--- src/rtl/spi_host_pkg.sv ---
package spi_host_pkg;
  // word indices (byte offset / 4); software depends on these
  localparam logic [4:0] IDX_KEY    = 5'h10;
  localparam logic [4:0] IDX_CTRL   = 5'h18;
  localparam logic [4:0] IDX_STAT   = 5'h19;
  localparam logic [4:0] IDX_TXDATA = 5'h1A;
  localparam logic [4:0] IDX_RXDATA = 5'h1B;
  localparam logic [4:0] IDX_SEL    = 5'h1C;
  localparam logic [4:0] IDX_TXOCC  = 5'h1D;
  localparam logic [4:0] IDX_RXOCC  = 5'h1E;

  localparam int CTRL_TXFLUSH = 5;
  localparam int CTRL_RXFLUSH = 6;
  localparam int CTRL_INHIBIT = 8;

  localparam logic [31:0] RESET_KEY   = 32'h0000_000A;
  localparam logic [31:0] EMPTY_MARK  = 32'hDEAD_BEEF;

  typedef struct packed {
    logic txPush;
    logic txPop;
    logic txFlush;
    logic rxPush;
    logic rxPop;
    logic rxFlush;
    logic selWrite;
    logic softRst;
  } hostStrobes_t;
endpackage

--- src/rtl/spiHostFifo.sv ---
module spiHostFifo #(
  parameter int DEPTH = 256,
  parameter int WIDTH = 8,
  localparam int PTR_W = (DEPTH > 1) ? $clog2(DEPTH) : 1,
  localparam int CNT_W = $clog2(DEPTH + 1)
) (
  input  logic             clk,
  input  logic             rstN,
  input  logic             flush,
  input  logic             push,
  input  logic             pop,
  input  logic [WIDTH-1:0] wrByte,
  output logic [WIDTH-1:0] headByte,
  output logic [CNT_W-1:0] count,
  output logic             full,
  output logic             empty
);
  logic [WIDTH-1:0] mem [DEPTH];
  logic [PTR_W-1:0] wrPtr, rdPtr;

  assign full     = (count == CNT_W'(DEPTH));
  assign empty    = (count == '0);
  assign headByte = mem[rdPtr];

  always_ff @(posedge clk) begin
    if (push && !flush) mem[wrPtr] <= wrByte;
  end

  always_ff @(posedge clk or negedge rstN) begin
    if (!rstN) begin
      wrPtr <= '0;
      rdPtr <= '0;
      count <= '0;
    end else if (flush) begin
      wrPtr <= '0;
      rdPtr <= '0;
      count <= '0;
    end else begin
      if (push) wrPtr <= (wrPtr == PTR_W'(DEPTH - 1)) ? '0 : wrPtr + 1'b1;
      if (pop)  rdPtr <= (rdPtr == PTR_W'(DEPTH - 1)) ? '0 : rdPtr + 1'b1;
      case ({push, pop})
        2'b10:   count <= count + 1'b1;
        2'b01:   count <= count - 1'b1;
        default: count <= count;
      endcase
    end
  end

  assert_no_overflow_R5: assert property (@(posedge clk) disable iff (!rstN)
    (push && !flush) |-> !full);
  assert_no_underflow_R6: assert property (@(posedge clk) disable iff (!rstN)
    (pop && !flush) |-> !empty);
endmodule

--- src/rtl/spiHostCtrl.sv ---
module spiHostCtrl
  import spi_host_pkg::*;
(
  input  logic         clk,
  input  logic         rstN,
  input  logic         busWrEn,
  input  logic         busRdEn,
  input  logic [4:0]   wordIdx,
  input  logic [31:0]  busWrData,
  input  logic         txFull,
  input  logic         txEmpty,
  input  logic         rxFull,
  input  logic         rxEmpty,
  input  logic         xchgDone,
  output hostStrobes_t stb,
  output logic [31:0]  ctrlReg,
  output logic         xchgStart,
  output logic         evtRxStored,
  output logic         evtOverrun
);
  typedef enum logic {S_IDLE, S_WAIT} xchgState_t;
  xchgState_t state;

  logic inhibit;
  logic ctrlWr;
  logic closeXchg;

  assign inhibit   = ctrlReg[CTRL_INHIBIT];
  assign ctrlWr    = busWrEn && (wordIdx == IDX_CTRL);
  assign closeXchg = (state == S_WAIT) && xchgDone;

  always_comb begin
    stb          = '0;
    stb.softRst  = busWrEn && (wordIdx == IDX_KEY) && (busWrData == RESET_KEY);
    stb.txFlush  = stb.softRst || (ctrlWr && busWrData[CTRL_TXFLUSH]);
    stb.rxFlush  = stb.softRst || (ctrlWr && busWrData[CTRL_RXFLUSH]);
    stb.txPush   = busWrEn && (wordIdx == IDX_TXDATA) && !txFull;
    stb.rxPop    = busRdEn && (wordIdx == IDX_RXDATA) && !rxEmpty;
    stb.selWrite = busWrEn && (wordIdx == IDX_SEL);
    stb.txPop    = (state == S_IDLE) && !inhibit && !txEmpty && !stb.txFlush;
    stb.rxPush   = closeXchg && !rxFull && !stb.rxFlush;
  end

  always_ff @(posedge clk or negedge rstN) begin
    if (!rstN) begin
      ctrlReg <= '0;
    end else if (stb.softRst) begin
      ctrlReg <= '0;
    end else if (ctrlWr) begin
      ctrlReg <= busWrData & ~((32'd1 << CTRL_TXFLUSH) | (32'd1 << CTRL_RXFLUSH));
    end
  end

  always_ff @(posedge clk or negedge rstN) begin
    if (!rstN) begin
      state       <= S_IDLE;
      xchgStart   <= 1'b0;
      evtRxStored <= 1'b0;
      evtOverrun  <= 1'b0;
    end else if (stb.softRst) begin
      state       <= S_IDLE;
      xchgStart   <= 1'b0;
      evtRxStored <= 1'b0;
      evtOverrun  <= 1'b0;
    end else begin
      evtRxStored <= stb.rxPush;
      evtOverrun  <= closeXchg && rxFull;
      xchgStart   <= stb.txPop;
      case (state)
        S_IDLE:  if (stb.txPop) state <= S_WAIT;
        S_WAIT:  if (xchgDone)  state <= S_IDLE;
        default: state <= S_IDLE;
      endcase
    end
  end

  assert_single_pulse_R12: assert property (@(posedge clk) disable iff (!rstN)
    xchgStart |=> !xchgStart);
  assert_start_in_wait_R12: assert property (@(posedge clk) disable iff (!rstN)
    xchgStart |-> (state == S_WAIT));
  assert_inhibit_gate_R3: assert property (@(posedge clk) disable iff (!rstN)
    $rose(xchgStart) |-> !$past(inhibit));
  assert_event_exclusive_R7: assert property (@(posedge clk) disable iff (!rstN)
    !(evtOverrun && evtRxStored));
endmodule

--- src/rtl/spiHostData.sv ---
module spiHostData
  import spi_host_pkg::*;
#(
  parameter int FIFO_DEPTH = 256,
  parameter int NUM_CS = 1,
  localparam int CNT_W = $clog2(FIFO_DEPTH + 1)
) (
  input  logic              clk,
  input  logic              rstN,
  input  hostStrobes_t      stb,
  input  logic [4:0]        wordIdx,
  input  logic [31:0]       busWrData,
  input  logic [31:0]       ctrlReg,
  input  logic [7:0]        xchgRxByte,
  output logic [31:0]       busRdData,
  output logic [7:0]        xchgTxByte,
  output logic [NUM_CS-1:0] chipSel,
  output logic              txFull,
  output logic              txEmpty,
  output logic              rxFull,
  output logic              rxEmpty
);
  logic [7:0]       txHead, rxHead;
  logic [CNT_W-1:0] txCount, rxCount;
  logic [CNT_W-1:0] txOcc, rxOcc;
  logic [NUM_CS-1:0] selReg;
  logic [31:0]      statWord;

  spiHostFifo #(.DEPTH(FIFO_DEPTH), .WIDTH(8)) uTxFifo (
    .clk(clk), .rstN(rstN), .flush(stb.txFlush), .push(stb.txPush), .pop(stb.txPop),
    .wrByte(busWrData[7:0]), .headByte(txHead), .count(txCount),
    .full(txFull), .empty(txEmpty)
  );

  spiHostFifo #(.DEPTH(FIFO_DEPTH), .WIDTH(8)) uRxFifo (
    .clk(clk), .rstN(rstN), .flush(stb.rxFlush), .push(stb.rxPush), .pop(stb.rxPop),
    .wrByte(xchgRxByte), .headByte(rxHead), .count(rxCount),
    .full(rxFull), .empty(rxEmpty)
  );

  always_ff @(posedge clk or negedge rstN) begin
    if (!rstN) begin
      xchgTxByte <= '0;
    end else if (stb.txPop) begin
      xchgTxByte <= txHead;
    end
  end

  always_ff @(posedge clk or negedge rstN) begin
    if (!rstN) begin
      selReg <= '1;
    end else if (stb.softRst) begin
      selReg <= '1;
    end else if (stb.selWrite) begin
      selReg <= busWrData[NUM_CS-1:0];
    end
  end

  assign chipSel  = selReg;
  assign txOcc    = txEmpty ? '0 : txCount - 1'b1;
  assign rxOcc    = rxEmpty ? '0 : rxCount - 1'b1;
  assign statWord = {28'd0, txFull, txEmpty, rxFull, rxEmpty};

  always_comb begin
    busRdData = '0;
    case (wordIdx)
      IDX_CTRL:   busRdData = ctrlReg;
      IDX_STAT:   busRdData = statWord;
      IDX_RXDATA: busRdData = rxEmpty ? EMPTY_MARK : {24'd0, rxHead};
      IDX_SEL:    busRdData = 32'(selReg);
      IDX_TXOCC:  busRdData = 32'(txOcc);
      IDX_RXOCC:  busRdData = 32'(rxOcc);
      default:    busRdData = '0;
    endcase
  end

  assert_flags_consistent_R4: assert property (@(posedge clk) disable iff (!rstN)
    !(txFull && txEmpty) && !(rxFull && rxEmpty));
  assert_flush_empties_R8: assert property (@(posedge clk) disable iff (!rstN)
    stb.rxFlush |=> rxEmpty);
endmodule

--- src/rtl/spiHostRegs.sv ---
module spiHostRegs
  import spi_host_pkg::*;
#(
  parameter int FIFO_DEPTH = 256,
  parameter int NUM_CS = 1
) (
  input  logic              clk,
  input  logic              rstN,
  input  logic              busWrEn,
  input  logic              busRdEn,
  input  logic [6:0]        busAddr,
  input  logic [31:0]       busWrData,
  output logic [31:0]       busRdData,
  output logic              xchgStart,
  output logic [7:0]        xchgTxByte,
  input  logic              xchgDone,
  input  logic [7:0]        xchgRxByte,
  output logic [NUM_CS-1:0] chipSel,
  output logic              evtRxStored,
  output logic              evtOverrun
);
  hostStrobes_t stb;
  logic [4:0]   wordIdx;
  logic [31:0]  ctrlReg;
  logic         txFull, txEmpty, rxFull, rxEmpty;
  logic [1:0]   unusedLow;

  assign wordIdx   = busAddr[6:2];
  assign unusedLow = busAddr[1:0];

  spiHostCtrl uCtrl (
    .clk(clk), .rstN(rstN), .busWrEn(busWrEn), .busRdEn(busRdEn),
    .wordIdx(wordIdx), .busWrData(busWrData),
    .txFull(txFull), .txEmpty(txEmpty), .rxFull(rxFull), .rxEmpty(rxEmpty),
    .xchgDone(xchgDone), .stb(stb), .ctrlReg(ctrlReg), .xchgStart(xchgStart),
    .evtRxStored(evtRxStored), .evtOverrun(evtOverrun)
  );

  spiHostData #(.FIFO_DEPTH(FIFO_DEPTH), .NUM_CS(NUM_CS)) uData (
    .clk(clk), .rstN(rstN), .stb(stb), .wordIdx(wordIdx), .busWrData(busWrData),
    .ctrlReg(ctrlReg), .xchgRxByte(xchgRxByte), .busRdData(busRdData),
    .xchgTxByte(xchgTxByte), .chipSel(chipSel),
    .txFull(txFull), .txEmpty(txEmpty), .rxFull(rxFull), .rxEmpty(rxEmpty)
  );
endmodule

--- config.mk ---
export PLATFORM = sky130hd
export DESIGN_NAME = spiHostRegs
export DESIGN_NICKNAME = d
export VERILOG_FILES = /design/src/rtl/spi_host_pkg.sv /design/src/rtl/spiHostFifo.sv /design/src/rtl/spiHostCtrl.sv /design/src/rtl/spiHostData.sv /design/src/rtl/spiHostRegs.sv
export SDC_FILE = /design/constraint.sdc
export NUM_CORES = 2
export LEC_CHECK = 0
export BUFFER_PORTS_ARGS = -buffer_cell sky130_fd_sc_hd__buf_2
export CAP_MARGIN = 40
export CORE_MARGIN = 2
export CORE_UTILIZATION = 40
export CTS_CLUSTER_DIAMETER = 200
export CTS_CLUSTER_SIZE = 40
export DETAILED_ROUTE_END_ITERATION = 10
export SETUP_SLACK_MARGIN = 0.3
export SYNTH_ARGS = -nofsm -noshare
export SYNTH_HDL_FRONTEND = slang
export SYNTH_HIERARCHICAL = 1
export SYNTH_SLANG_ARGS = --single-unit
--- constraint.sdc ---
create_clock -name clk -period 9.9 [get_ports clk]
set_input_delay 2.475 -clock clk [delete_from_list [all_inputs] [get_ports clk]]
set_output_delay 2.475 -clock clk [all_outputs]
set_load 0.01 [all_outputs]
* Word-level counts from Yosys, hierarchy flattened
Memory sizes are Yosys's and may differ from the RTL's. A register that Yosys moved wholly into a read port is not among the register bits. Index checks and enable logic that the tools add are counted.
Word-level totals: bits in registers 87, bits in writable memories 4096, input bits 52, output and inout port bits 44, memories 2
Operators by class: $add $sub $neg 8, equal/unequal tests 19, multiplexer cells 35, bitwise gates (word level) 1, reduce and logical (&&, ||, !) cells 39
Memories:
- uData.uRxFifo.mem | words 256, bits a word 8, read ports 1, clocked after memory_dff 0, wr ports 1, line spiHostFifo.sv:18 | logic [WIDTH-1:0] mem [DEPTH];
- uData.uTxFifo.mem | words 256, bits a word 8, read ports 1, clocked after memory_dff 1, wr ports 1, line spiHostFifo.sv:18
Operators by type and width (number):
- case mux 32 bit (6 select lines) | 1
- two-way mux 32 bit | 3
- two-way mux 8 bit | 12
- == test 5 bit, second input constant | 8
- two-way mux 9 bit | 4
- case mux 9 bit (2 select lines) | 2
- adder 8 x 1 -> 8 bit, second input constant | 4
- == test 32 x 4 -> 1 bit, second input constant | 1
- == test 8 bit, second input constant | 4
- logical AND 1 bit | 19
- adder 9 x 1 -> 9 bit, second input constant | 2
- == test 9 bit, second input constant | 2
- logical NOT 9 bit | 2
- subtractor 9 x 1 -> 9 bit, second input constant | 2
- two-way mux 1 bit | 12
- nonzero test 2 bit | 6
- logical NOT 1 bit | 8
- nonzero test 3 bit | 2
- == test 2 x 1 -> 1 bit, second input constant | 2
- == test 2 bit, second input constant | 2
- logical OR 1 bit | 2
- case mux 1 bit (2 select lines) | 1
- NOT 1 bit | 1

* Longest topological paths before layout
depth after elaboration 9, gate-level depth with buffers 19, depth with buffers taken out 16

* Modules after synthesis
Netlist, hierarchy kept.
Modules (own cells, without submodules):
- spiHostFifo | times used 2, cells each 3975, area an instance 81824.7 um2, seq. area each 62124.6 um2
- spiHostCtrl | times used 1, cells each 175, area an instance 1609.0 um2, seq. area each 850.8 um2
- spiHostData | times used 1, cells each 130, area an instance 1106.1 um2, seq. area each 226.5 um2

* Worst setup path after synthesis
Ideal clock, no wire load.
path kind input port to output port, start point input port busAddr[6], end point output port busRdData[0], arrival 3485 ps, setup slack 3940 ps, cell stages on the path 5, cell sequence nand2_1 or4_1 buf_2 a2bb2oi_1 o211ai_1
Between the ends: word-level cells in the longest chain between the ends 2
RTL lines:
- start, declared | line spiHostRegs.sv:11 | input logic [6:0] busAddr,
- == test 5 bit | line spiHostData.sv:66 | case (wordIdx)
- case mux 32 bit (6 select lines) * | line spiHostData.sv:66
- end, declared | line spiHostRegs.sv:13 | output logic [31:0] busRdData,
Mark *: on every way between the ends. The rest lies on a longest branch, timed or not.

* Final worst setup path
start point register uData.uRxFifo.rdPtr[0], end point output port busRdData[3]
Between the ends: word-level cells in the longest chain between the ends 3
RTL lines:
- start, declared | line spiHostFifo.sv:19 | logic [PTR_W-1:0] wrPtr, rdPtr;
- start signal, assigned | line spiHostFifo.sv:40 | if (pop) rdPtr <= (rdPtr == PTR_W'(DEPTH - 1)) ? '0 : rdPtr + 1'b1;
- memory (256 x 8 bit)
- net uData.rxHead[3] | line spiHostData.sv:23 | logic [7:0] txHead, rxHead;
- two-way mux 32 bit | line spiHostData.sv:69 | IDX_RXDATA: busRdData = rxEmpty ? EMPTY_MARK : {24'd0, rxHead};
- case mux 32 bit (6 select lines) | line spiHostData.sv:66
The timed path passes the listed nets, and every way through them passes these cells.

==> flow_metrics.tcl <==
set metrics [dict create \
    drv_cap 0 \
    synth_area_per_cell_um2 20.2 \
    fmax_mhz 114 \
    peakVddDrop_mv 0.257 \
    drcViolationCount 0 \
    overflow 0 \
    grt_pass1_wl_um 613000 \
    ant_nets 0 \
    place.gp.congestion 0.863 \
    port_buffers 93 \
    synth.most_common_cell "edfxtp_1" \
    ys_ff_latch 4189 \
    nets 8271 \
    setup_violations 0 \
    regArea_um2 125000 \
    path_delay_family "compound AO/OA/AOI/OAI gates" \
    grt_use_total 0.200 \
    vias 82900 \
    seqPwrFrac 0.526 \
    num_rows 236 \
    clock_sinks 4189 \
    die_h_um 649 \
    grt_pass1_vias 80900 \
    worst_setup_path_end_kind "output pin" \
    min_period_ns 8.75 \
    ctsResizeCount 0 \
    drive_above_1_share 0.156 \
    hold_buffers 0 \
    hold_path_class "reg -> reg" \
    synth-warning-count 6 \
    clkTransAtPathRegs_ns 0.15 \
    synth.largest_area_cell "edfxtp_1" \
    p_clk_frac 0.190 \
    start_kind "flip-flop" \
    yosys.area.top_type_share 0.739 \
    syn_to_final_growth_pct 5.51 \
    cts_tree "done" \
    fin_worst_skew_ns 0.0690 \
    p_sw_mw 11.8 \
    slew_headroom 0.302 \
    grt_max_degree 189 \
    initial_core_util 0.402 \
    powerDensity_nw_per_um2 217 \
    wire_per_inst_um 31.6 \
    cp_num_buf_inv 2 \
    rsz0062_at_grt "no" \
    postCtsSetupRepairBufs 0 \
    synth_top_flop_cell "edfxtp_1" \
    drt-initial-drc-count 11200 \
    via_per_inst 6.03 \
    drv_slew 0 \
    dp_hpwl_um 266000 \
    outcome "finished, final reports clean" \
    drt_first_pass_iters 6 \
    worst_pin_slew_ns 1.05 \
    post-place-ws_ns 2.14 \
    clockBufferDepth 4 \
    period_share 0.884 \
    crit_fanout 101 \
    power.leakage_nw 52.7 \
    num-fill-cells 35400 \
    cp.required_ns 7.43 \
    comb_power_share 0.284 \
    clock_latency_ns 0.97 \
    synth-async-reset-ratio 0.0222 \
    drt_wl_total_um 435000 \
    ys_types 101 \
    syn-instance-count 8255 \
    switching_share 0.311 \
    syn_area_um2 166000 \
    crit_type "reg -> out" \
    slowest_stage "dfrtp_4" \
    cts-root-buf "clkbuf_16" \
    synth.yosys.seq_area_share 0.753 \
    antenna_found_initial 22 \
    htree_num_levels 3 \
    cpPeakStageDelay_ns 0.79 \
    fin_ws_ns 1.15 \
    core_region_area_um2 414000 \
    cp_cell_sequence "buf_12 > mux4_2 > a22o_1 > a211oi_1 > a2111oi_0 > nor2_1 > and4b_1 > nand3_1 > o22a_1 > a22oi_1 > o221ai_1 > buf_2" \
    cp.arrival_ns 6.28 \
    synth_commonest_cells "edfxtp_1, mux4_2, nor2_1, mux2i_1, nand2_1" \
    cts_buffers 119 \
    intPower_mw 26.3 \
    synth_top_cells_by_area "edfxtp_1, mux4_2, mux2i_1" \
    multi_input_area_um2 36800 \
    die_area_um2 421000 \
    synth_edf_count 4096 \
    tns_ns 0 \
    io_pins 96 \
    dieWidth_um 649 \
    hold_viol_final 0 \
]
## layout make-up
class,count,area share
clock buffers,181,0.0185
multi-input cells,3515,0.210
inverters,31,0.000848
well taps,5474,0.0390
flip-flops and latches,4189,0.714
clock inverters,3,0.000314
diodes,6,0.0000855
repair buffers,345,0.0172
## layout by cell type, fill, tap and decap left out, types with 14 or more instances in the layout
master        n
o21ai_0     114
nor3_1       38
a21oi_1     181
buf_12       25
edfxtp_1   4096
nand2_1     251
a221oi_1     88
and2_1       15
a31oi_1      24
buf_4       196
nand3_1      69
ha_1         18
xnor2_1      22
mux2_2       24
o221ai_1     88
o22ai_1      73
mux4_1      126
mux2i_1     487
nor2_1      618
nor4_1       20
xor2_1       15
a21o_1       23
inv_1        18
a22o_1       36
nand4_1      20
mux4_2      696
clkbuf_16   121
nor2b_1      24
clkbuf_8     14
a2111oi_0    19
a22oi_1     127
a211oi_1     70
clkbuf_1     60
buf_2        87
dfrtp_1      80
## flip-flops by register name, summed over array words and instances (netlist names), 8 cells and up
signal and flops:
uCtrl/ctrlReg 30, uData/uRxFifo/count 9, uData/uRxFifo/mem 2048, uData/uRxFifo/rdPtr 8, uData/uRxFifo/wrPtr 8, uData/uTxFifo/count 9, uData/uTxFifo/mem 2048, uData/uTxFifo/rdPtr 8
uData/uTxFifo/wrPtr 8, uData/xchgTxByte 8
## kinds of logic after synthesis
| kind of cell | Yosys count | synth area share |
|---|---|---|
| compound gates | 970 | 0.0415 |
| buf+inv | 552 | 0.0266 |
| xor+xnor | 37 | 0.00195 |
| mux | 1333 | 0.145 |
| simple gates | 1155 | 0.0303 |
| fa+ha+maj | 18 | 0.00135 |
| other cells | 1 | 0.0000225 |
| flops | 4189 | 0.753 |
## tightest hold or removal path, cell delays in order, from the launching register on
cell	delay [ns]
dfrtp_1	0.40
nand2_1	0.06
a21oi_1	0.06
## power groups by stage
stage	Clock [mW]	Combinational [mW]	Sequential (mW)
2_1_floorplan	0	7.83	20.1
3_3_place_gp	0	10.7	20.4
3_5_place_dp	0	10.8	20.4
4_1_cts	7.40	10.9	20.0
5_1_grt	7.92	11.3	20.1
6_report	7.24	10.8	20.0
## metal layers
layer | global-route usage | part of all wire | vias to the layer above
met2 | 0.323 | 0.48 | 3890
met5 | 0 | 0.000016 | -
li1 | - | - | 33800
met4 | 0.0443 | 0.026 | 2
met3 | 0.0285 | 0.085 | 475
met1 | 0.289 | 0.41 | 44800
## final timing paths
check                      slack [ns]                          startpoint  depth (start not counted)                            endpoint
setup / recovery                 1.15  uData/uRxFifo/rdPtr[0]$_DFFE_PN0P_                         12                        busRdData[3]
hold / removal                   0.54       uCtrl/ctrlReg[10]$_DFFE_PN0P_                          2       uCtrl/ctrlReg[10]$_DFFE_PN0P_
setup reg to reg                 4.46  uData/uTxFifo/rdPtr[0]$_DFFE_PN0P_                         10     uData/xchgTxByte[3]$_DFFE_PN0P_
hold reg to reg                  0.54       uCtrl/ctrlReg[10]$_DFFE_PN0P_                          2       uCtrl/ctrlReg[10]$_DFFE_PN0P_
max in group asynchronous        7.00                                rstN                          2  uData/uTxFifo/rdPtr[0]$_DFFE_PN0P_
min in group asynchronous        1.56                                rstN                          1       uCtrl/ctrlReg[13]$_DFFE_PN0P_
## stage by stage
| step | hold slack, ns | instances | utilization | power (mW) | cell area (um2) |
|---|---|---|---|---|---|
| 3_5_place_dp | 0.517 | 13600 | 0.416 | 31.3 | 172000 |
| 3_3_place_gp | 0.511 | 13500 | 0.414 | 31.1 | 171000 |
| 2_1_floorplan | 0.493 | 8256 | - | 27.9 | 166000 |
| 4_1_cts | 0.537 | 13700 | 0.424 | 38.3 | 175000 |
| 5_1_grt | 0.565 | 13700 | 0.424 | 39.3 | 176000 |
| 6_report | 0.536 | 13700 | 0.424 | 38.1 | 176000 |
Note: power is estimated with default switching activity, not from simulation.
